File: src/rtl/irq_accept_pkg.sv
package irq_accept_pkg;
  localparam int LVL_W = 4;
  typedef enum logic [2:0] {
    ST_IDLE, ST_PUSH_SR, ST_PUSH_PC, ST_LOAD, ST_FETCH, ST_BRANCH
  } seq_st_t;
endpackage

File: src/rtl/irq_src_capture.sv
module irq_src_capture #(
  parameter bit EDGE = 1'b1
) (
  input  logic clk,
  input  logic rst_n,
  input  logic req_in,
  input  logic clr,
  output logic pend
);
  generate
    if (EDGE) begin : g_edge
      logic req_q, pend_q, rise;
      assign rise = req_in & ~req_q;
      always_ff @(posedge clk or negedge rst_n) begin
        if (!rst_n) begin
          req_q  <= 1'b0;
          pend_q <= 1'b0;
        end else begin
          req_q  <= req_in;
          pend_q <= (pend_q & ~clr) | rise;
        end
      end
      assign pend = pend_q;
      // a taken edge source is cleared unless a fresh edge arrives
      p_clear_r7: assert property (@(posedge clk) disable iff (!rst_n)
        (clr && !rise) |=> !pend) else $error("p_clear_r7");
    end else begin : g_level
      wire unused_clr = clr;
      assign pend = req_in;
    end
  endgenerate
endmodule

File: src/rtl/irq_prio_pick.sv
module irq_prio_pick #(
  parameter int NSRC = 4,
  localparam int IDW = $clog2(NSRC + 2)
) (
  input  logic                          nmi_p,
  input  logic                          brk_p,
  input  logic [NSRC-1:0]               src_p,
  input  logic [NSRC*irq_accept_pkg::LVL_W-1:0] src_lvl,
  output logic                          win_valid,
  output logic [4:0]                    win_lvl,
  output logic [IDW-1:0]                win_id
);
  import irq_accept_pkg::*;
  always_comb begin
    win_lvl = 5'd0;
    win_id  = '0;
    for (int i = 0; i < NSRC; i++) begin
      if (src_p[i] && ({1'b0, src_lvl[i*LVL_W +: LVL_W]} > win_lvl)) begin
        win_lvl = {1'b0, src_lvl[i*LVL_W +: LVL_W]};
        win_id  = IDW'(i + 2);
      end
    end
    if (brk_p) begin
      win_lvl = 5'd15;
      win_id  = IDW'(1);
    end
    if (nmi_p) begin
      win_lvl = 5'd16;
      win_id  = '0;
    end
    win_valid = (win_lvl != 5'd0);
  end
endmodule

File: src/rtl/irq_entry_seq.sv
module irq_entry_seq #(
  parameter int          NSRC     = 4,
  parameter logic [31:0] VEC_BASE = 32'h0,
  parameter int          VEC_NMI  = 11,
  parameter int          VEC_BRK  = 12,
  parameter int          VEC_SRC0 = 16,
  localparam int         IDW      = $clog2(NSRC + 2)
) (
  input  logic           clk,
  input  logic           rst_n,
  input  logic           accept,
  input  logic [IDW-1:0] win_id,
  input  logic [4:0]     win_lvl,
  input  logic [31:0]    status_in,
  input  logic [31:0]    pc_in,
  input  logic [31:0]    sp_in,
  input  logic           mask_wr_en,
  input  logic [3:0]     mask_wr_val,
  output logic [3:0]     mask_q,
  output logic           busy,
  output logic           mem_valid,
  input  logic           mem_ready,
  output logic           mem_we,
  output logic [31:0]    mem_addr,
  output logic [31:0]    mem_wdata,
  input  logic [31:0]    mem_rdata,
  output logic           branch_valid,
  output logic [31:0]    branch_target,
  output logic [31:0]    sp_new
);
  import irq_accept_pkg::*;
  seq_st_t     st;
  logic [3:0]  acc_lvl;
  logic [31:0] vec_addr, sr_snap, pc_snap, sp_snap, tgt_q, vec_num;
  wire [3:0]   unused_status = status_in[3:0];

  always_comb begin
    if (win_id == '0)          vec_num = 32'(VEC_NMI);
    else if (win_id == IDW'(1)) vec_num = 32'(VEC_BRK);
    else                        vec_num = 32'(VEC_SRC0) + 32'(win_id) - 32'd2;
  end

  always_ff @(posedge clk or negedge rst_n) begin
    if (!rst_n) begin
      st       <= ST_IDLE;
      mask_q   <= 4'hF;
      acc_lvl  <= 4'h0;
      vec_addr <= '0;
      sr_snap  <= '0;
      pc_snap  <= '0;
      sp_snap  <= '0;
      tgt_q    <= '0;
    end else begin
      case (st)
        ST_IDLE: begin
          if (accept) begin
            acc_lvl  <= (win_id == '0) ? 4'hF : win_lvl[3:0];
            vec_addr <= VEC_BASE + (vec_num << 2);
            sr_snap  <= {status_in[31:4], mask_q};
            pc_snap  <= pc_in;
            sp_snap  <= sp_in;
            st       <= ST_PUSH_SR;
          end else if (mask_wr_en) begin
            mask_q <= mask_wr_val;
          end
        end
        ST_PUSH_SR: if (mem_ready) st <= ST_PUSH_PC;
        ST_PUSH_PC: if (mem_ready) st <= ST_LOAD;
        ST_LOAD: begin
          mask_q <= acc_lvl;
          st     <= ST_FETCH;
        end
        ST_FETCH: if (mem_ready) begin
          tgt_q <= mem_rdata;
          st    <= ST_BRANCH;
        end
        default: st <= ST_IDLE;
      endcase
    end
  end

  always_comb begin
    mem_valid = (st == ST_PUSH_SR) || (st == ST_PUSH_PC) || (st == ST_FETCH);
    mem_we    = (st == ST_PUSH_SR) || (st == ST_PUSH_PC);
    mem_wdata = (st == ST_PUSH_SR) ? sr_snap : ((st == ST_PUSH_PC) ? pc_snap : 32'h0);
    case (st)
      ST_PUSH_SR: mem_addr = sp_snap - 32'd4;
      ST_PUSH_PC: mem_addr = sp_snap - 32'd8;
      ST_FETCH:   mem_addr = vec_addr;
      default:    mem_addr = 32'h0;
    endcase
  end

  assign busy          = (st != ST_IDLE);
  assign branch_valid  = (st == ST_BRANCH);
  assign branch_target = tgt_q;
  assign sp_new        = sp_snap - 32'd8;

  // a stalled memory request keeps its content
  p_req_hold_r10: assert property (@(posedge clk) disable iff (!rst_n)
    (mem_valid && !mem_ready) |=> (mem_valid && $stable(mem_addr) && $stable(mem_we)
                                   && $stable(mem_wdata))) else $error("p_req_hold_r10");
  // the branch strobe lasts one cycle and ends the entry
  p_branch_pulse_r6: assert property (@(posedge clk) disable iff (!rst_n)
    branch_valid |=> (!branch_valid && !busy)) else $error("p_branch_pulse_r6");
  // the new mask is in place before the vector is fetched
  p_mask_loaded_r6: assert property (@(posedge clk) disable iff (!rst_n)
    (st == ST_FETCH) |-> (mask_q == acc_lvl)) else $error("p_mask_loaded_r6");
endmodule

File: src/rtl/irq_accept_ctrl.sv
module irq_accept_ctrl #(
  parameter int              NSRC     = 4,
  parameter logic [NSRC-1:0] EDGE_SRC = 4'b0011,
  parameter logic [31:0]     VEC_BASE = 32'h0,
  parameter int              VEC_NMI  = 11,
  parameter int              VEC_BRK  = 12,
  parameter int              VEC_SRC0 = 16
) (
  input  logic              clk,
  input  logic              rst_n,
  input  logic              nmi_in,
  input  logic              brk_in,
  input  logic [NSRC-1:0]   src_req,
  input  logic [NSRC*4-1:0] src_lvl,
  input  logic [31:0]       status_in,
  input  logic [31:0]       pc_in,
  input  logic [31:0]       sp_in,
  input  logic              mask_wr_en,
  input  logic [3:0]        mask_wr_val,
  output logic              irq_req_n,
  output logic [3:0]        mask_lvl,
  output logic              busy,
  output logic              mem_valid,
  input  logic              mem_ready,
  output logic              mem_we,
  output logic [31:0]       mem_addr,
  output logic [31:0]       mem_wdata,
  input  logic [31:0]       mem_rdata,
  output logic              branch_valid,
  output logic [31:0]       branch_target,
  output logic [31:0]       sp_new
);
  localparam int IDW = $clog2(NSRC + 2);

  logic            nmi_pend, accept, win_valid, above;
  logic [NSRC-1:0] src_pend, src_clr;
  logic [4:0]      win_lvl;
  logic [IDW-1:0]  win_id;

  irq_src_capture #(.EDGE(1'b1)) u_nmi_cap (
    .clk(clk), .rst_n(rst_n), .req_in(nmi_in),
    .clr(accept && (win_id == '0)), .pend(nmi_pend));

  generate
    for (genvar k = 0; k < NSRC; k++) begin : g_src
      assign src_clr[k] = accept && (win_id == IDW'(k + 2));
      irq_src_capture #(.EDGE(EDGE_SRC[k])) u_cap (
        .clk(clk), .rst_n(rst_n), .req_in(src_req[k] && (src_lvl[k*4 +: 4] != 4'h0)),
        .clr(src_clr[k]), .pend(src_pend[k]));
    end
  endgenerate

  irq_prio_pick #(.NSRC(NSRC)) u_pick (
    .nmi_p(nmi_pend), .brk_p(brk_in), .src_p(src_pend), .src_lvl(src_lvl),
    .win_valid(win_valid), .win_lvl(win_lvl), .win_id(win_id));

  assign above     = win_valid && (win_lvl > {1'b0, mask_lvl});
  assign accept    = above && !busy;
  assign irq_req_n = !above;

  irq_entry_seq #(
    .NSRC(NSRC), .VEC_BASE(VEC_BASE), .VEC_NMI(VEC_NMI),
    .VEC_BRK(VEC_BRK), .VEC_SRC0(VEC_SRC0)
  ) u_seq (
    .clk(clk), .rst_n(rst_n), .accept(accept), .win_id(win_id), .win_lvl(win_lvl),
    .status_in(status_in), .pc_in(pc_in), .sp_in(sp_in),
    .mask_wr_en(mask_wr_en), .mask_wr_val(mask_wr_val), .mask_q(mask_lvl), .busy(busy),
    .mem_valid(mem_valid), .mem_ready(mem_ready), .mem_we(mem_we), .mem_addr(mem_addr),
    .mem_wdata(mem_wdata), .mem_rdata(mem_rdata), .branch_valid(branch_valid),
    .branch_target(branch_target), .sp_new(sp_new));

  // a pending NMI always holds the request low
  p_nmi_unmasked_r5: assert property (@(posedge clk) disable iff (!rst_n)
    nmi_pend |-> !irq_req_n) else $error("p_nmi_unmasked_r5");
  // nothing is taken while an entry is running
  p_no_take_busy_r9: assert property (@(posedge clk) disable iff (!rst_n)
    (busy && !branch_valid) |=> busy) else $error("p_no_take_busy_r9");
endmodule

File: config.mk
export PLATFORM = sky130hd
export DESIGN_NAME = irq_accept_ctrl
export DESIGN_NICKNAME = d
export VERILOG_FILES = /design/src/rtl/irq_accept_pkg.sv /design/src/rtl/irq_src_capture.sv /design/src/rtl/irq_prio_pick.sv /design/src/rtl/irq_entry_seq.sv /design/src/rtl/irq_accept_ctrl.sv
export SDC_FILE = /design/constraint.sdc
export NUM_CORES = 1
export LEC_CHECK = 0
export BUFFER_PORTS_ARGS = -buffer_cell sky130_fd_sc_hd__buf_2
export CORE_ASPECT_RATIO = 0.75
export CORE_MARGIN = 4
export CORE_UTILIZATION = 40
export CTS_BUF_LIST = sky130_fd_sc_hd__clkbuf_4 sky130_fd_sc_hd__clkbuf_8
export DETAILED_ROUTE_END_ITERATION = 12
export GPL_TIMING_DRIVEN = 0
export PLACE_DENSITY = 0.69
export SETUP_SLACK_MARGIN = 0.4
export SYNTH_ARGS = -nofsm -noshare
export SYNTH_HDL_FRONTEND = slang
export SYNTH_SLANG_ARGS = --single-unit
export TNS_END_PERCENT = 5
File: constraint.sdc
create_clock -name clk -period 7.28 [get_ports clk]
set_input_delay 0.364 -clock clk [delete_from_list [all_inputs] [get_ports clk]]
set_output_delay 0.364 -clock clk [all_outputs]
set_load 0.005 [all_outputs]
==> results.sh, run 1 <==
export IMPL_critical_path_max_stage_delay_ns=0.38
export IMPL_vias=7429
export IMPL_die_h_um=132
export IMPL_max_cap_violations=0
export IMPL_dieWidth_um=174
export IMPL_io_pins=295
export IMPL_final_net_count=1264
export IMPL_avgViaCountPerCell=5.47
export IMPL_run_status="complete, no violations"
export IMPL_timing_critical_path_required_ns=6.92
export IMPL_timing_critical_path_arrival_ns=6.36
export IMPL_clock_skew_ns=0.0197
export IMPL_detailed_place_area_mm2=0.0100
export IMPL_detailedPlacementHpwl_um=19800
export IMPL_drt_wirelength_per_cell_um=19.5
export IMPL_power_leakage_nw=5.12
export IMPL_synth_cell_types=61
export IMPL_final_common_cell="sky130_fd_sc_hd__buf_2"
export IMPL_place_port_buffers=289
export IMPL_power_switching_share_pct=41.7
export IMPL_std_cell_rows=45
export IMPL_totalNegativeSetupSlack_ns=0
export IMPL_synthArstFlopShare_pct=100
export IMPL_initial_utilization_pct=40.7
export IMPL_end_of_flow_core_utilization_pct=53.7
export IMPL_p_int_mw=2.93
export IMPL_class_of_the_most_critical_hold_timing_path="input pin to flop"
export IMPL_timing_final_crit_share_pct=92.4
export IMPL_core_region_area_mm2=0.0202
export IMPL_critPathLaunchType="flop"
export IMPL_dpl_cell_count=1300
export IMPL_slew_violations=0
export IMPL_grt_use_total_pct=22.3
export IMPL_yosys_area_top_type_share_pct=44.5
export IMPL_post_synth_instance_area_mm2=0.00822
export IMPL_number_of_search_and_repair_iterations_in_the_first_detailed_routing_pass=6
export IMPL_syn_avg_cell_area_um2=10.9
export IMPL_routabilityCongestion=0.893
export IMPL_cts_tree="built"
export IMPL_power_density_cell_area_mw_per_mm2=464
export IMPL_timing_slew_headroom_pct=32.4
export IMPL_clockRootBuffer="sky130_fd_sc_hd__clkbuf_8"
export IMPL_first_global_vias=7537
export IMPL_synth_top_cells_by_area="sky130_fd_sc_hd__dfrtp_1, sky130_fd_sc_hd__mux2_2, sky130_fd_sc_hd__mux2_1"
export IMPL_synth_warning_count=0
export IMPL_wirelength_um=26500
export IMPL_clock_insertion_delay_worst_skew_ns=0.45
export IMPL_synthToLayoutAreaGrowth_pct=32.1
export IMPL_drt_initial_drc_count=555
export IMPL_cpMaxStageDelayCell="sky130_fd_sc_hd__a311o_1"
export IMPL_final_cells=1357
export IMPL_wire_length_of_the_first_global_routing_pass_um=41100
export IMPL_final_antenna_net_count=0
export IMPL_clock_period_minus_final_worst_setup_slack_ns=6.73
export IMPL_worst_ir_drop_vdd_mv=0.193
export IMPL_synth_enable_flop_cells=0
export IMPL_cts_made_buffers=17
export IMPL_worstMarginPinSlew_ns=0.998
export IMPL_postSynthNetCount=931
export IMPL_postSynth_topFlopCell="sky130_fd_sc_hd__dfrtp_1"
export IMPL_combPwrFrac_pct=56.7
export IMPL_pwr_share_seq_pct=30.6
export IMPL_drive_above_1_share_pct=46.0
export IMPL_yosys_area_top_type="sky130_fd_sc_hd__dfrtp_1"
export IMPL_cts_htree_levels=4
export IMPL_area_enclosed_by_the_die_boundary_mm2=0.0229
export IMPL_endpoint_kind="output port"
export IMPL_total_switching_power_mw=2.10
export IMPL_synth_yosys_seq_area_share_pct=45.7
export IMPL_synth_cells=752
export IMPL_numClockSinks=150
export IMPL_highest_count_cells_in_the_layout_ignoring_fill_and_taps="sky130_fd_sc_hd__buf_2, sky130_fd_sc_hd__dfrtp_1, sky130_fd_sc_hd__mux2_2"
export IMPL_critPathKind="flop to output port"
export IMPL_path_common_cell="sky130_fd_sc_hd__buf_6"
export IMPL_postLayoutCellArea_mm2=0.0109
export IMPL_timing_critical_path_fanout_max=8
export IMPL_grt_max_degree=81
export IMPL_fmaxAchievable_ghz=0.149
export IMPL_number_of_antenna_violations_at_the_first_check_in_global_routing=2
export IMPL_clk_path_buf_depth=2
export IMPL_timing_final_hold_violations=0
export IMPL_post_route_drc_count=0
export IMPL_finalSetupViolations=0
export IMPL_grt_overflow_total=0
export IMPL_clk_transition_reported_paths_ns=0.10
export IMPL_fin_hold_ws_ns=0.120
export IMPL_setup_repair_after_global_routing_missed_its_margin="no"
export IMPL_clkPwrFrac_pct=12.8
export IMPL_yosys_register_bits=150
==> worst max-delay path, delay by kind of cell, from the launching register on <==
family	cells	cell delay (ns)
AO/OA/AOI/OAI	16	2.60
adder cells (fa/ha/maj)	4	1.03
buffers and inverters	6	0.79
flip-flops	1	0.35
AND/OR/NAND/NOR	9	1.15
==> cells by family after synthesis <==
kind of cell,synth area share (%)
simple gates,9.76
compound gates,15.8
mux,17.8
fa+ha+maj,3.20
xor+xnor,3.09
flops,45.7
buf+inv,4.60
==> worst paths after layout <==
check	start	end	slack, ns	cells after the start
worst max-delay path	g_src[0].u_cap.pend	irq_req_n	0.55	35
worst min register to register	u_nmi_cap.g_edge.req_q	u_nmi_cap.pend	0.42	1
min in group asynchronous	rst_n	u_seq.sp_snap[14]	0.53	2
worst min-delay path	sp_in[5]	u_seq.sp_snap[5]	0.12	2
worst max register to register	g_src[0].u_cap.pend	u_seq.sp_snap[14]	0.59	38
max in group asynchronous	rst_n	u_seq.branch_target[16]	5.92	3
==> power by group through the flow <==
stage | Combinational (mW) | Clock, mW | Sequential [mW]
after global routing | 3.12 | 0.700 | 1.59
after floorplan | 1.70 | 0 | 1.48
final | 2.85 | 0.642 | 1.54
after detailed placement | 2.68 | 0 | 1.55
after global placement | 2.64 | 0 | 1.53
after CTS | 2.75 | 0.661 | 1.54
==> per-stage QoR <==
stage               setup WS (ns)  power [mW]
floorplan                   0.722        3.18
global placement           -0.281        4.17
detailed placement         -0.413        4.23
CTS                         0.430        4.95
global route                0.276        5.42
finish                      0.555        5.03
==> registers in the layout, indices dropped and copies added, names as in the netlist <==
register and cells:
u_seq.sp_snap 32, u_seq.st 3, u_seq.acc_lvl 4, u_seq.branch_target 32
u_seq.mask_q 4, u_nmi_cap.pend 1, u_seq.pc_snap 32, u_seq.sr_snap 32
g_src.u_cap.g_edge.req_q 2, g_src.u_cap.pend 2, u_seq.vec_addr 5, u_nmi_cap.g_edge.req_q 1
==> synth_stat cells, types with 14 or more instances <==
cell and count:
sky130_fd_sc_hd__dfrtp_1 146, sky130_fd_sc_hd__mux2_1 31, sky130_fd_sc_hd__o21ai_0 26, sky130_fd_sc_hd__nand2_1 46, sky130_fd_sc_hd__clkbuf_1 21, sky130_fd_sc_hd__inv_1 33
sky130_fd_sc_hd__a21oi_1 44, sky130_fd_sc_hd__ha_1 21, sky130_fd_sc_hd__xnor2_1 15, sky130_fd_sc_hd__mux2_2 98, sky130_fd_sc_hd__xor2_1 14, sky130_fd_sc_hd__nor3_1 15
sky130_fd_sc_hd__a22o_1 36, sky130_fd_sc_hd__nor2_1 42
==> layer usage <==
layer / part of all wire [%] / global-route usage [%] / routed length (um) / vias to the layer above
li1: - / - / - / 3416
met1: 42 / 29.3 / 11200 / 3629
met2: 47 / 35.5 / 12600 / 342
met3: 8.6 / 7.54 / 2270 / 40
met4: 1.7 / 5.98 / 461 / 2
met5: 0.026 / 0 / 7 / -
==> what timing repair did <==
| action | 4_1_cts | 5_1_grt |
|---|---|---|
| pin swaps | 5 | 19 |
| hold endpoints to repair | 50 | 0 |
| gates resized for setup | 13 | 40 |
| setup buffers | 11 | 11 |
| setup endpoints to repair | 112 | 111 |
| hold buffers | 2 | 0 |
==> layout make-up <==
class	count	area [um^2]
Buffer	43	280
Timing Repair Buffer	314	1670
Tap cell	258	323
Clock inverter	14	151
Antenna cell	1	2.50
Multi-Input combinational cell	526	4300
Fill cell	1833	9360
Clock buffer	18	241
Inverter	33	124
Sequential cell	150	3760
Note: power is estimated with default switching activity, not from simulation.
==> run 2: changes to the inputs <==
--- a/config.mk
+++ b/config.mk
@@ -7,5 +7,5 @@
 export LEC_CHECK = 0
 export BUFFER_PORTS_ARGS = -buffer_cell sky130_fd_sc_hd__buf_2
-export CORE_ASPECT_RATIO = 0.75
+export CORE_ASPECT_RATIO = 0.9
 export CORE_MARGIN = 4
 export CORE_UTILIZATION = 40
==> constraint.sdc (replaced) <==
create_clock -name clk -period 7.28 [get_ports clk]
set_input_delay 1.092 -clock clk [delete_from_list [all_inputs] [get_ports clk]]
set_output_delay 1.092 -clock clk [all_outputs]
set_load 0.005 [all_outputs]
==> results.sh, run 2 (synthesis results as in run 1) <==
export IMPL_std_cell_rows=49
export IMPL_timing_final_hold_violations=0
export IMPL_highest_count_cells_in_the_layout_ignoring_fill_and_taps="sky130_fd_sc_hd__buf_2, sky130_fd_sc_hd__dfrtp_1, sky130_fd_sc_hd__mux2_2"
export IMPL_drt_initial_drc_count=461
export IMPL_grt_max_degree=96
export IMPL_first_global_vias=7605
export IMPL_fmaxAchievable_ghz=0.135
export IMPL_clock_period_minus_final_worst_setup_slack_ns=7.43
export IMPL_cts_made_buffers=17
export IMPL_detailedPlacementHpwl_um=19600
export IMPL_post_route_drc_count=0
export IMPL_critPathLaunchType="input pin"
export IMPL_clk_path_buf_depth=2
export IMPL_synthToLayoutAreaGrowth_pct=36.5
export IMPL_max_cap_violations=0
export IMPL_wire_length_of_the_first_global_routing_pass_um=40700
export IMPL_place_port_buffers=289
export IMPL_dieWidth_um=159
export IMPL_clk_transition_reported_paths_ns=0.10
export IMPL_cts_tree="built"
export IMPL_numClockSinks=150
export IMPL_setup_repair_after_global_routing_missed_its_margin="yes"
export IMPL_final_antenna_net_count=0
export IMPL_wirelength_um=26700
export IMPL_grt_use_total_pct=22.4
export IMPL_grt_overflow_total=0
export IMPL_area_enclosed_by_the_die_boundary_mm2=0.0229
export IMPL_final_setup_worst_slack_ns=-0.148
export IMPL_power_leakage_nw=5.39
export IMPL_core_region_area_mm2=0.0201
export IMPL_clock_insertion_delay_worst_skew_ns=0.45
export IMPL_class_of_the_most_critical_hold_timing_path="flop to flop"
export IMPL_clock_skew_ns=0.0168
export IMPL_timing_critical_path_fanout_max=8
export IMPL_worstMarginPinSlew_ns=0.796
export IMPL_timing_slew_headroom_pct=46.2
export IMPL_timing_critical_path_required_ns=6.19
export IMPL_finalSetupViolations=1
export IMPL_failing_checks="negative setup slack"
export IMPL_cpMaxStageDelayCell="sky130_fd_sc_hd__o211ai_1"
export IMPL_number_of_antenna_violations_at_the_first_check_in_global_routing=1
export IMPL_timing_critical_path_arrival_ns=6.34
export IMPL_placement_setup_worst_slack_ns=-0.757
export IMPL_final_common_cell="sky130_fd_sc_hd__buf_2"
export IMPL_die_h_um=144
export IMPL_drive_above_1_share_pct=50.8
export IMPL_endpoint_kind="output port"
export IMPL_fin_hold_ws_ns=0.451
export IMPL_run_status="finished, violations left"
export IMPL_timing_final_crit_share_pct=102
export IMPL_worst_ir_drop_vdd_mv=0.192
export IMPL_routabilityCongestion=0.886
export IMPL_initial_utilization_pct=40.9
export IMPL_fillers=1804
export IMPL_cts_htree_levels=4
export IMPL_critPathKind="input pin to output port"
export IMPL_drt_wirelength_per_cell_um=19.5
export IMPL_holdBufCountCts=0
export IMPL_critical_path_max_stage_delay_ns=0.35
export IMPL_io_pins=295
export IMPL_slew_violations=0
export IMPL_number_of_search_and_repair_iterations_in_the_first_detailed_routing_pass=5
export IMPL_clockRootBuffer="sky130_fd_sc_hd__clkbuf_8"
export IMPL_power_density_cell_area_mw_per_mm2=476
export IMPL_vias=7412
export IMPL_avgViaCountPerCell=5.42
export IMPL_final_net_count=1276
run 2: cell types whose count changed in the layout (fill, tap and decap cells not counted), sizes merged:
cell	before	now
clkbuf	39	42
dlygate4sd3	2	0
buf	334	346
inv	42	39
clkinvlp	3	4
bufinv	0	1
diode	1	2
run 2: critical path, delay by kind of cell:
kind | cells | cell delay, ns
AOI/OAI and AO/OA | 14 | 2.28
and+or+nand+nor | 12 | 1.50
adders and majority gates | 4 | 0.86
buffers and inverters | 5 | 0.57
run 2: area by class of cell:
cell class              instances  area (um^2)  share of cell area, %
clock inverters                13          135                   1.20
inverters                      33          124                   1.10
flip-flops and latches        150         3760                   33.5
clock buffers                  19          255                   2.27
repair buffers                326         1810                   16.1
diodes                          2         5.00                 0.0446
plain buffers                  43          297                   2.64
multi-input cells             526         4520                   40.3
well taps                     255          319                   2.84
run 2: path summary, 6_finish.rpt:
check	startpoint	to	slack, ns	cells after the start
setup reg to reg	g_src[0].u_cap.pend	u_seq.sp_snap[20]	0.60	39
min in group asynchronous	rst_n	u_seq.sp_snap[0]	0.60	1
setup / recovery	src_lvl[1]	irq_req_n	-0.15	35
max in group asynchronous	rst_n	u_seq.mask_q[1]	5.75	2
hold reg to reg	u_nmi_cap.g_edge.req_q	u_nmi_cap.pend	0.45	1
hold / removal	u_nmi_cap.g_edge.req_q	u_nmi_cap.pend	0.45	1
run 2: layer usage:
layer | part of all wire (%) | vias up | global-route usage [%]
met2 | 48 | 347 | 37.3
li1 | - | 3434 | -
met5 | 0.071 | - | 0
met3 | 7.9 | 36 | 6.24
met1 | 42 | 3593 | 28.7
met4 | 2.0 | 2 | 7.12
run 2: per-stage QoR:
stage	area (um^2)	TNS (ns)	total power, mW	util, %	std cells
after floorplan	8330	0	3.22	-	752
after global placement	10100	-23.87	4.18	50.2	1296
after detailed placement	10100	-37.94	4.27	50.3	1297
after CTS	10800	0	5.02	53.7	1350
after global routing	11200	-0.427	5.72	55.8	1365
final	11200	-0.148	5.35	55.8	1367
run 2: where the power goes:
part	internal (mW)	switching [mW]	leakage [nW]
Sequential	1.25	0.291	1.74
Clock	0.293	0.355	0.187
Combinational	1.66	1.50	3.46
Total	3.20	2.14	5.39
run 2: timing repair:
item                       in CTS  in global routing
cloned                          0                  1
gates resized for setup        23                 68
pin swaps                      17                 13
buffers inserted               21                 13
setup endpoints to repair     107                107
==> run 3: changes to the inputs <==
==> constraint.sdc (replaced) <==
create_clock -name clk -period 7.28 [get_ports clk]
set_input_delay 1.456 -clock clk [delete_from_list [all_inputs] [get_ports clk]]
set_output_delay 1.456 -clock clk [all_outputs]
set_load 0.005 [all_outputs]
==> results.sh, run 3 (synthesis results as in run 1) <==
export IMPL_max_cap_violations=0
export IMPL_run_status="finished, violations left"
export IMPL_end_of_flow_core_utilization_pct=58.3
export IMPL_final_antenna_net_count=0
export IMPL_wirelength_um=27000
export IMPL_avgViaCountPerCell=5.45
export IMPL_class_of_the_most_critical_hold_timing_path="flop to flop"
export IMPL_cts_tree="built"
export IMPL_clk_path_buf_depth=2
export IMPL_final_net_count=1289
export IMPL_placement_setup_worst_slack_ns=-1.42
export IMPL_grt_max_degree=98
export IMPL_detailed_place_area_mm2=0.0102
export IMPL_timing_critical_path_required_ns=5.82
export IMPL_totalNegativeSetupSlack_ns=-0.777
export IMPL_post_route_drc_count=0
export IMPL_die_h_um=144
export IMPL_fmaxAchievable_ghz=0.124
export IMPL_highest_count_cells_in_the_layout_ignoring_fill_and_taps="sky130_fd_sc_hd__buf_2, sky130_fd_sc_hd__dfrtp_1, sky130_fd_sc_hd__mux2_4"
export IMPL_numClockSinks=150
export IMPL_postLayoutCellArea_mm2=0.0117
export IMPL_finalSetupViolations=1
export IMPL_final_setup_worst_slack_ns=-0.777
export IMPL_path_common_cell="sky130_fd_sc_hd__a21oi_2"
export IMPL_dpl_cell_count=1297
export IMPL_design_power_total_mw=5.83
export IMPL_critPathKind="input pin to output port"
export IMPL_timing_critical_path_fanout_max=7
export IMPL_timing_critical_path_arrival_ns=6.60
export IMPL_area_enclosed_by_the_die_boundary_mm2=0.0229
export IMPL_setup_repair_after_global_routing_missed_its_margin="yes"
export IMPL_grt_use_total_pct=22.4
export IMPL_drive_above_1_share_pct=51.3
export IMPL_wire_length_of_the_first_global_routing_pass_um=40900
export IMPL_io_pins=295
export IMPL_timing_final_hold_violations=0
export IMPL_failing_checks="negative setup slack"
export IMPL_clk_transition_reported_paths_ns=0.09
export IMPL_first_global_vias=7654
export IMPL_worstMarginPinSlew_ns=1.23
export IMPL_grt_overflow_total=0
export IMPL_final_cells=1379
export IMPL_timing_final_crit_share_pct=111
export IMPL_clockRootBuffer="sky130_fd_sc_hd__clkbuf_8"
export IMPL_place_port_buffers=289
export IMPL_fin_hold_ws_ns=0.452
export IMPL_power_density_cell_area_mw_per_mm2=497
export IMPL_clock_insertion_delay_worst_skew_ns=0.45
export IMPL_vias=7516
export IMPL_core_region_area_mm2=0.0201
export IMPL_cpMaxStageDelayCell="sky130_fd_sc_hd__ha_1"
export IMPL_synthToLayoutAreaGrowth_pct=42.6
export IMPL_initial_utilization_pct=40.9
export IMPL_endpoint_kind="output port"
export IMPL_clock_period_minus_final_worst_setup_slack_ns=8.06
export IMPL_critical_path_max_stage_delay_ns=0.31
export IMPL_power_leakage_nw=5.83
export IMPL_final_common_cell="sky130_fd_sc_hd__buf_2"
export IMPL_cts_made_buffers=17
export IMPL_routabilityCongestion=0.885
export IMPL_slew_violations=0
export IMPL_clock_skew_ns=0.0131
export IMPL_cts_htree_levels=4
export IMPL_dieWidth_um=159
export IMPL_timing_slew_headroom_pct=16.8
export IMPL_worst_ir_drop_vdd_mv=0.212
export IMPL_std_cell_rows=49
export IMPL_number_of_search_and_repair_iterations_in_the_first_detailed_routing_pass=5
export IMPL_detailedPlacementHpwl_um=19700
export IMPL_critPathLaunchType="input pin"
export IMPL_number_of_antenna_violations_at_the_first_check_in_global_routing=3
export IMPL_drt_wirelength_per_cell_um=19.6
export IMPL_drt_initial_drc_count=537
export IMPL_holdBufCountCts=0
-- run 3: cell types whose count changed in the layout (fill, tap and decap cells not counted), sizes merged --
cell      before  now
buf          346  360
clkinvlp       4    1
bufinv         1    3
clkbuf        42   43
diode          2    1
inv           39   38
-- run 3: what timing repair did --
item	4_1_cts	5_1_grt
setup endpoints to repair	112	107
buffers inserted	27	20
resized for setup	19	149
pin swaps	23	25
gates cloned	1	1
-- run 3: worst max-delay path: cells and delay by family --
family | cells | cell delay, ns
buffers and inverters | 3 | 0.27
AOI/OAI and AO/OA | 14 | 2.16
adders and majority gates | 4 | 1.03
and+or+nand+nor | 13 | 1.67
-- run 3: path summary, 6_finish.rpt --
| kind | from | to | slack, ns | depth (start not counted) |
|---|---|---|---|---|
| hold / removal | u_nmi_cap.g_edge.req_q | u_nmi_cap.pend | 0.45 | 1 |
| hold reg to reg | u_nmi_cap.g_edge.req_q | u_nmi_cap.pend | 0.45 | 1 |
| setup / recovery | src_lvl[1] | irq_req_n | -0.78 | 34 |
| setup reg to reg | g_src[0].u_cap.pend | u_seq.sp_snap[24] | 0.64 | 39 |
| min in group asynchronous | rst_n | u_seq.sr_snap[14] | 0.95 | 1 |
| max in group asynchronous | rst_n | u_seq.mask_q[1] | 5.42 | 2 |
-- run 3: metal layers --
layer | track usage (%) | routed length [um] | up-vias
li1 | - | - | 3461
met1 | 28.0 | 11600 | 3680
met4 | 6.07 | 418 | 4
met5 | 0 | 27 | -
met2 | 37.7 | 12700 | 334
met3 | 7.72 | 2320 | 37
-- run 3: area by class of cell --
cell class	instances	area [um^2]
Clock buffer	21	283
Inverter	33	124
Timing Repair Buffer	339	1980
Sequential cell	150	3760
Buffer	43	368
Tap cell	255	319
Clock inverter	11	161
Antenna cell	1	2.50
Fill cell	1714	8390
Multi-Input combinational cell	526	4730
-- run 3: report_power, final --
group	internal (mW)	leakage [nW]	switching (mW)
Sequential	1.25	1.74	0.312
Clock	0.379	0.223	0.345
Combinational	1.96	3.86	1.58
Total	3.59	5.83	2.24
